==> config.mk <==
export PLATFORM = sky130hd
export DESIGN_NAME = tempo_clk_gen
export DESIGN_NICKNAME = d
export VERILOG_FILES = /design/src/rtl/tcg_pkg.sv /design/src/rtl/tcg_osc.sv /design/src/rtl/tcg_runctl.sv /design/src/rtl/tcg_div.sv /design/src/rtl/tcg_extsel.sv /design/src/rtl/tempo_clk_gen.sv
export SDC_FILE = /design/constraint.sdc
export NUM_CORES = 1
export LEC_CHECK = 0
export BUFFER_PORTS_ARGS = -buffer_cell sky130_fd_sc_hd__buf_4
export CAP_MARGIN = 20
export CORE_MARGIN = 2
export CORE_UTILIZATION = 50
export CTS_CLUSTER_SIZE = 24
export DETAILED_ROUTE_END_ITERATION = 6
export GPL_TIMING_DRIVEN = 0
export PLACE_DENSITY = 0.73
export SYNTH_ARGS = -nofsm -noshare
export SYNTH_HDL_FRONTEND = slang
export SYNTH_SLANG_ARGS = --single-unit
==> constraint.sdc <==
create_clock -name clk -period 2.3 [get_ports clk]
set_input_delay 0.345 -clock clk [delete_from_list [all_inputs] [get_ports clk]]
set_output_delay 0.345 -clock clk [all_outputs]
set_load 0.01 [all_outputs]
==> src/rtl/tcg_pkg.sv <==
package tcg_pkg;

    typedef enum logic [1:0] {
        ST_STOP = 2'd0,
        ST_PREP = 2'd1,
        ST_RUN  = 2'd2
    } run_state_e;

    // Controls from the run sequencer to the oscillator and divider
    typedef struct packed {
        logic freeze;   // preparation window active
        logic restart;  // last cycle of the window
        logic clear;    // press accepted while stopped
    } osc_ctl_t;

    localparam int unsigned MIN_HALF = 2;

    // Reload value for a down counter that expires every p cycles (p >= 2)
    function automatic logic [31:0] half_reload(input logic [31:0] p);
        if (p < MIN_HALF)
            return MIN_HALF - 1;
        return p - 32'd1;
    endfunction

endpackage

==> src/rtl/tcg_osc.sv <==
module tcg_osc #(
    parameter int PERIOD_W = 16
) (
    input  logic                clk,
    input  logic                rst,
    input  logic                hold,
    input  logic                freeze,
    input  logic                restart,
    input  logic [PERIOD_W-1:0] period_i,
    output logic                tick_o
);
    import tcg_pkg::*;

    logic [PERIOD_W-1:0] cnt_q;
    logic [PERIOD_W-1:0] reload_val;
    logic                at_zero;

    assign reload_val = PERIOD_W'(half_reload(32'(period_i)));
    assign at_zero    = (cnt_q == '0);
    assign tick_o     = at_zero && !hold && !freeze && !restart;

    always_ff @(posedge clk) begin
        if (rst)
            cnt_q <= '0;
        else if (hold)
            cnt_q <= '0;
        else if (restart)
            cnt_q <= reload_val;
        else if (freeze)
            cnt_q <= cnt_q;
        else if (at_zero)
            cnt_q <= reload_val;
        else
            cnt_q <= cnt_q - 1'b1;
    end
endmodule

==> src/rtl/tcg_runctl.sv <==
module tcg_runctl #(
    parameter int PREP_CYCLES = 40
) (
    input  logic              clk,
    input  logic              rst,
    input  logic              hold,
    input  logic              btn_i,
    output tcg_pkg::osc_ctl_t ctl_o,
    output logic              run_o
);
    import tcg_pkg::*;

    localparam int GW = (PREP_CYCLES > 1) ? $clog2(PREP_CYCLES) : 1;
    localparam logic [GW-1:0] GAP_LAST = GW'(PREP_CYCLES - 1);

    run_state_e    state_q;
    logic [GW-1:0] gap_q;
    logic          gap_done;

    assign gap_done      = (state_q == ST_PREP) && (gap_q == '0);
    assign ctl_o.freeze  = (state_q == ST_PREP);
    assign ctl_o.restart = gap_done;
    assign ctl_o.clear   = (state_q == ST_STOP) && btn_i && !hold;
    assign run_o         = (state_q == ST_RUN);

    always_ff @(posedge clk) begin
        if (rst) begin
            state_q <= ST_STOP;
            gap_q   <= '0;
        end else if (hold) begin
            state_q <= ST_STOP;
        end else begin
            unique case (state_q)
                ST_STOP: if (btn_i) begin
                    state_q <= ST_PREP;
                    gap_q   <= GAP_LAST;
                end
                ST_PREP: if (gap_done)
                    state_q <= ST_RUN;
                else
                    gap_q <= gap_q - 1'b1;
                ST_RUN: if (btn_i)
                    state_q <= ST_STOP;
                default: state_q <= ST_STOP;
            endcase
        end
    end
endmodule

==> src/rtl/tcg_div.sv <==
module tcg_div (
    input  logic clk,
    input  logic rst,
    input  logic clr,
    input  logic set,
    input  logic tick,
    output logic q_o
);
    always_ff @(posedge clk) begin
        if (rst || clr)
            q_o <= 1'b0;
        else if (set)
            q_o <= 1'b1;
        else if (tick)
            q_o <= !q_o;
    end
endmodule

==> src/rtl/tcg_extsel.sv <==
module tcg_extsel (
    input  logic clk,
    input  logic rst,
    input  logic sync_ext_i,
    input  logic ext_clk_i,
    input  logic ext_run_i,
    input  logic int_clk,
    input  logic int_run,
    output logic mode_q,
    output logic tclk_o,
    output logic run_o
);
    logic eclk_q;
    logic erun_q;

    always_ff @(posedge clk) begin
        if (rst) begin
            mode_q <= 1'b0;
            eclk_q <= 1'b0;
            erun_q <= 1'b0;
        end else begin
            mode_q <= sync_ext_i;
            eclk_q <= ext_clk_i;
            erun_q <= ext_run_i;
        end
    end

    assign tclk_o = mode_q ? eclk_q : int_clk;
    assign run_o  = mode_q ? erun_q : int_run;
endmodule

==> src/rtl/tempo_clk_gen.sv <==
module tempo_clk_gen #(
    parameter int PERIOD_W    = 16,  // at most 32
    parameter int PREP_CYCLES = 40
) (
    input  logic                clk,
    input  logic                rst,
    input  logic [PERIOD_W-1:0] period_i,
    input  logic                start_btn_i,
    input  logic                ext_clk_i,
    input  logic                ext_run_i,
    input  logic                sync_ext_i,
    output logic                tclk_o,
    output logic                run_o
);
    import tcg_pkg::*;

    osc_ctl_t ctl;
    logic     mode_q;
    logic     osc_tick;
    logic     tclk_int;
    logic     run_int;
    logic     gap_freeze;
    logic     gap_restart;

    assign gap_freeze  = ctl.freeze;
    assign gap_restart = ctl.restart;

    tcg_runctl #(.PREP_CYCLES(PREP_CYCLES)) u_runctl (
        .clk   (clk),
        .rst   (rst),
        .hold  (mode_q),
        .btn_i (start_btn_i),
        .ctl_o (ctl),
        .run_o (run_int)
    );

    tcg_osc #(.PERIOD_W(PERIOD_W)) u_osc (
        .clk      (clk),
        .rst      (rst),
        .hold     (mode_q),
        .freeze   (ctl.freeze),
        .restart  (ctl.restart),
        .period_i (period_i),
        .tick_o   (osc_tick)
    );

    tcg_div u_div (
        .clk  (clk),
        .rst  (rst),
        .clr  (mode_q || ctl.clear),
        .set  (ctl.restart),
        .tick (osc_tick),
        .q_o  (tclk_int)
    );

    tcg_extsel u_extsel (
        .clk        (clk),
        .rst        (rst),
        .sync_ext_i (sync_ext_i),
        .ext_clk_i  (ext_clk_i),
        .ext_run_i  (ext_run_i),
        .int_clk    (tclk_int),
        .int_run    (run_int),
        .mode_q     (mode_q),
        .tclk_o     (tclk_o),
        .run_o      (run_o)
    );
endmodule

==> flow_metrics.env <==
export IMPL_routed_wirelength_um=5710
export IMPL_yosysWarningCount=0
export IMPL_max_stage_delay_ns=0.50
export IMPL_clockBufferDepth=2
export IMPL_ys_seq_area_frac=0.283
export IMPL_hold_class="in2reg"
export IMPL_worst_path_buf_inv=1
export IMPL_peakVddDrop_uv=715
export IMPL_synth_edff_count=0
export IMPL_num_vias=2095
export IMPL_antenna_found_initial=0
export IMPL_clk_latency_ns=0.28
export IMPL_reg2reg_setup_slack_ns=-0.01
export IMPL_rr_startpoint="u_osc.cnt_q[0]$_SDFFE_PP0P_"
export IMPL_reg2reg_depth=7
export IMPL_crit_arrival_ns=2.52
export IMPL_drt_pass1_iter_count=5
export IMPL_synth_commonest_cells="dfxtp_1, nor2_1, nand3_1, nand2_1, a21oi_1"
export IMPL_start_util=0.529
export IMPL_dieArea_sq_um=4480
export IMPL_drtIter0Drc=84
export IMPL_io_pins=24
export IMPL_cts_sinks=28
export IMPL_grt_overflow_total=0
export IMPL_cp_required_ns=2.51
export IMPL_htreeDepth=1
export IMPL_areaGrowthSynthToFinish_pct=31.0
export IMPL_syn_area_sq_um=1980
export IMPL_max_freq_mhz=432
export IMPL_violations="setup timing"
export IMPL_io_buffers=23
export IMPL_avgRoutedWirePerCell_um=16.7
export IMPL_post_route_min_period_ns=2.31
export IMPL_die_w_um=67.0
export IMPL_maxSlewViolCount=0
export IMPL_grt_pass1_wl_um=8730
export IMPL_cp_start_kind="flip-flop"
export IMPL_path_depth=7
export IMPL_synthCells=251
export IMPL_ys_flop_type="dfxtp_1"
export IMPL_grt_total_usage=0.255
export IMPL_crit_start="u_osc.cnt_q[0]$_SDFFE_PP0P_"
export IMPL_yosys_area_top_type="dfxtp_1"
export IMPL_hpwl_um=3790
export IMPL_netlist_area_leader_share=0.283
export IMPL_cts_tree="yes"
export IMPL_endpoint_kind="flip-flop"
export IMPL_power_density_nw_per_um2=1280
export IMPL_drv_cap=0
export IMPL_period_share=1.01
export IMPL_synth_net_count=277
export IMPL_path_delay_family="simple AND/OR/NAND/NOR gates"
export IMPL_yosys_register_bits=28
export IMPL_routabilityCongestion=0.864
export IMPL_final_hold_violation_count=0
export IMPL_yosysMostFrequentCell="dfxtp_1"
export IMPL_path_clk_slew_ns=0.11
export IMPL_fill_cells=330
export IMPL_routed_via_density=6.13
export IMPL_synthArstFlopShare=0
export IMPL_status="complete, but fails checks"
export IMPL_whs_ns=0.263
export IMPL_postLayoutCoreUtil=0.694
export IMPL_die_y_um=67.0
export IMPL_grt_max_degree=17
export IMPL_synth_area_per_cell_sq_um=7.90
export IMPL_synthDistinctLibCells=54
export IMPL_worstMarginPinSlew_ns=0.723
export IMPL_criticalPathCategory="reg2reg"
export IMPL_setup_worst_path_end="u_osc.cnt_q[10]$_SDFFE_PP0P_"
export IMPL_rsz0062_at_grt="true"
export IMPL_drive_gt1_frac=0.299
export IMPL_antennaDiodeCount=0
export IMPL_post_layout_nonfiller_instances=342
export IMPL_drc=0
export IMPL_grt_pass1_vias=1890
export IMPL_synthTopCellsByArea="dfxtp_1, xnor2_1, nand3_1, nor2_1, a21oi_1"
export IMPL_worst_slack_ns=-0.0139
export IMPL_nets=321
export IMPL_crit_path_cell_trace="inv_2 > ha_4 > or4b_4 > or2_4 > or3_4 > or3_4 > a31oi_4"
export IMPL_clock_skew_ns=0.00694
export IMPL_crit_top_cell="or3_4"
export IMPL_finalSetupViolCount=2
export IMPL_crit_path_max_fanout=4
export IMPL_dp_cells=322
export IMPL_cp_slowest_cell="or4b_4"
export IMPL_rows=22
export IMPL_cts_buffers=3
export IMPL_leakage_nw=0.958
export IMPL_rr_endpoint="u_osc.cnt_q[10]$_SDFFE_PP0P_"
export IMPL_maxSlewHeadroom=0.514
export IMPL_clockRootBuffer="clkbuf_8"
export IMPL_design_core_area_sq_um=3740
export IMPL_ant_nets=0
state kept, by name, summed over array words and instances (netlist names):
signal and count:
u_osc.cnt_q 16, u_runctl.state_q 2, u_div.q_o 1, u_extsel.eclk_q 1, u_extsel.mode_q 1, u_extsel.erun_q 1
u_runctl.gap_q 6
cells by family (layout without fill, tap and decap cells):
group,after synthesis,count (layout),share of synthesized area
muxes,6,6,0.0316
AOI/OAI and AO/OA,55,55,0.191
and+or+nand+nor,123,123,0.355
buffers and inverters,19,62,0.0436
xor gates and xnor gates,16,16,0.0707
DFF,28,28,0.283
adders and majority gates,4,4,0.0253
report_power, final:
| group | internal (mW) | switching, mW | total [mW] | leakage [nW] |
|---|---|---|---|---|
| sequential | 0.616 | 0.167 | 0.784 | 0.232 |
| combinational | 1.06 | 1.07 | 2.13 | 0.690 |
| clock | 0.234 | 0.169 | 0.402 | 0.0357 |
layer usage:
layer,routed length (um),global-route usage,share of wire
met1,2350,0.307,0.41
met2,2880,0.449,0.50
met3,361,0.0541,0.063
met4,121,0.0842,0.021
met5,0,0,0
worst reg2reg max path: cells and delay by family, from the launching register on:
kind                     cells  cell delay (ns)
AO/OA/AOI/OAI                1             0.13
buffers and inverters        1             0.08
AND/OR/NAND/NOR              4             1.51
adder cells (fa/ha/maj)      1             0.15
flip-flops                   1             0.36
how the worst min path moves through the flow:
| stage | cells after the start | endpoint | slack [ns] | startpoint |
|---|---|---|---|---|
| floorplan | 1 | u_div.q_o$_SDFFE_PP0P_ | 0.43 | u_div.q_o$_SDFFE_PP0P_ |
| global placement | 1 | u_div.q_o$_SDFFE_PP0P_ | 0.46 | u_div.q_o$_SDFFE_PP0P_ |
| detailed placement | 1 | u_div.q_o$_SDFFE_PP0P_ | 0.45 | u_div.q_o$_SDFFE_PP0P_ |
| CTS | 2 | u_extsel.erun_q$_SDFF_PP0_ | 0.27 | ext_run_i |
| global route | 2 | u_extsel.erun_q$_SDFF_PP0_ | 0.26 | ext_run_i |
| finish | 2 | u_osc.cnt_q[0]$_SDFFE_PP0P_ | 0.26 | period_i[0] |
final cells by class:
| type | count | area [sq um] | area share |
|---|---|---|---|
| clock inverters | 1 | 30.0 | 0.0116 |
| flip-flops and latches | 28 | 572 | 0.220 |
| multi-input cells | 204 | 1480 | 0.572 |
| clock buffers | 3 | 41.3 | 0.0159 |
| inverters | 9 | 33.8 | 0.0130 |
| repair buffers | 40 | 324 | 0.125 |
| well taps | 48 | 60.1 | 0.0231 |
| plain buffers | 9 | 51.3 | 0.0198 |
cell usage in the layout (no fill, tap or decap), types with 3 or more instances in the layout:
cell and count:
o21ai_0 5, xor2_1 5, or4_1 3, nor2b_1 4
clkbuf_1 5, or2_2 4, or3_1 7, inv_1 7
nand2b_1 3, xnor2_1 11, a211oi_1 4, dfxtp_4 3
nand3_1 12, a31oi_1 7, nand3_2 4, mux2i_1 4
clkbuf_8 3, nor3_1 11, nand4b_1 3, a21oi_1 14
ha_1 3, o22ai_1 4, nand2_1 17, buf_4 38
o211ai_1 3, nor2_1 22, nand4_1 5, nor4_1 5
dfxtp_1 25
through the flow:
stage / area, sq um / TNS (ns) / total power [mW] / setup WS, ns
finish: 2600 / -0.0205 / 3.31 / -0.0139
global route: 2600 / -0.544 / 3.51 / -0.0774
CTS: 2440 / 0 / 2.96 / 0.0111
detailed placement: 2210 / -1.19 / 2.20 / -0.212
global placement: 2210 / -1.04 / 2.19 / -0.201
floorplan: 1980 / 0 / 1.87 / 0.0786
what timing repair did:
action | in CTS | in global routing
endpoints found under the hold margin | 0 | 0
endpoints found under the setup margin | 16 | 16
gates resized for setup | 20 | 27
hold buffers | 0 | 0
buffers inserted | 8 | 8
pin swaps | 6 | 20
gates cloned | 1 | 0
(Power assumes the default switching activity.)
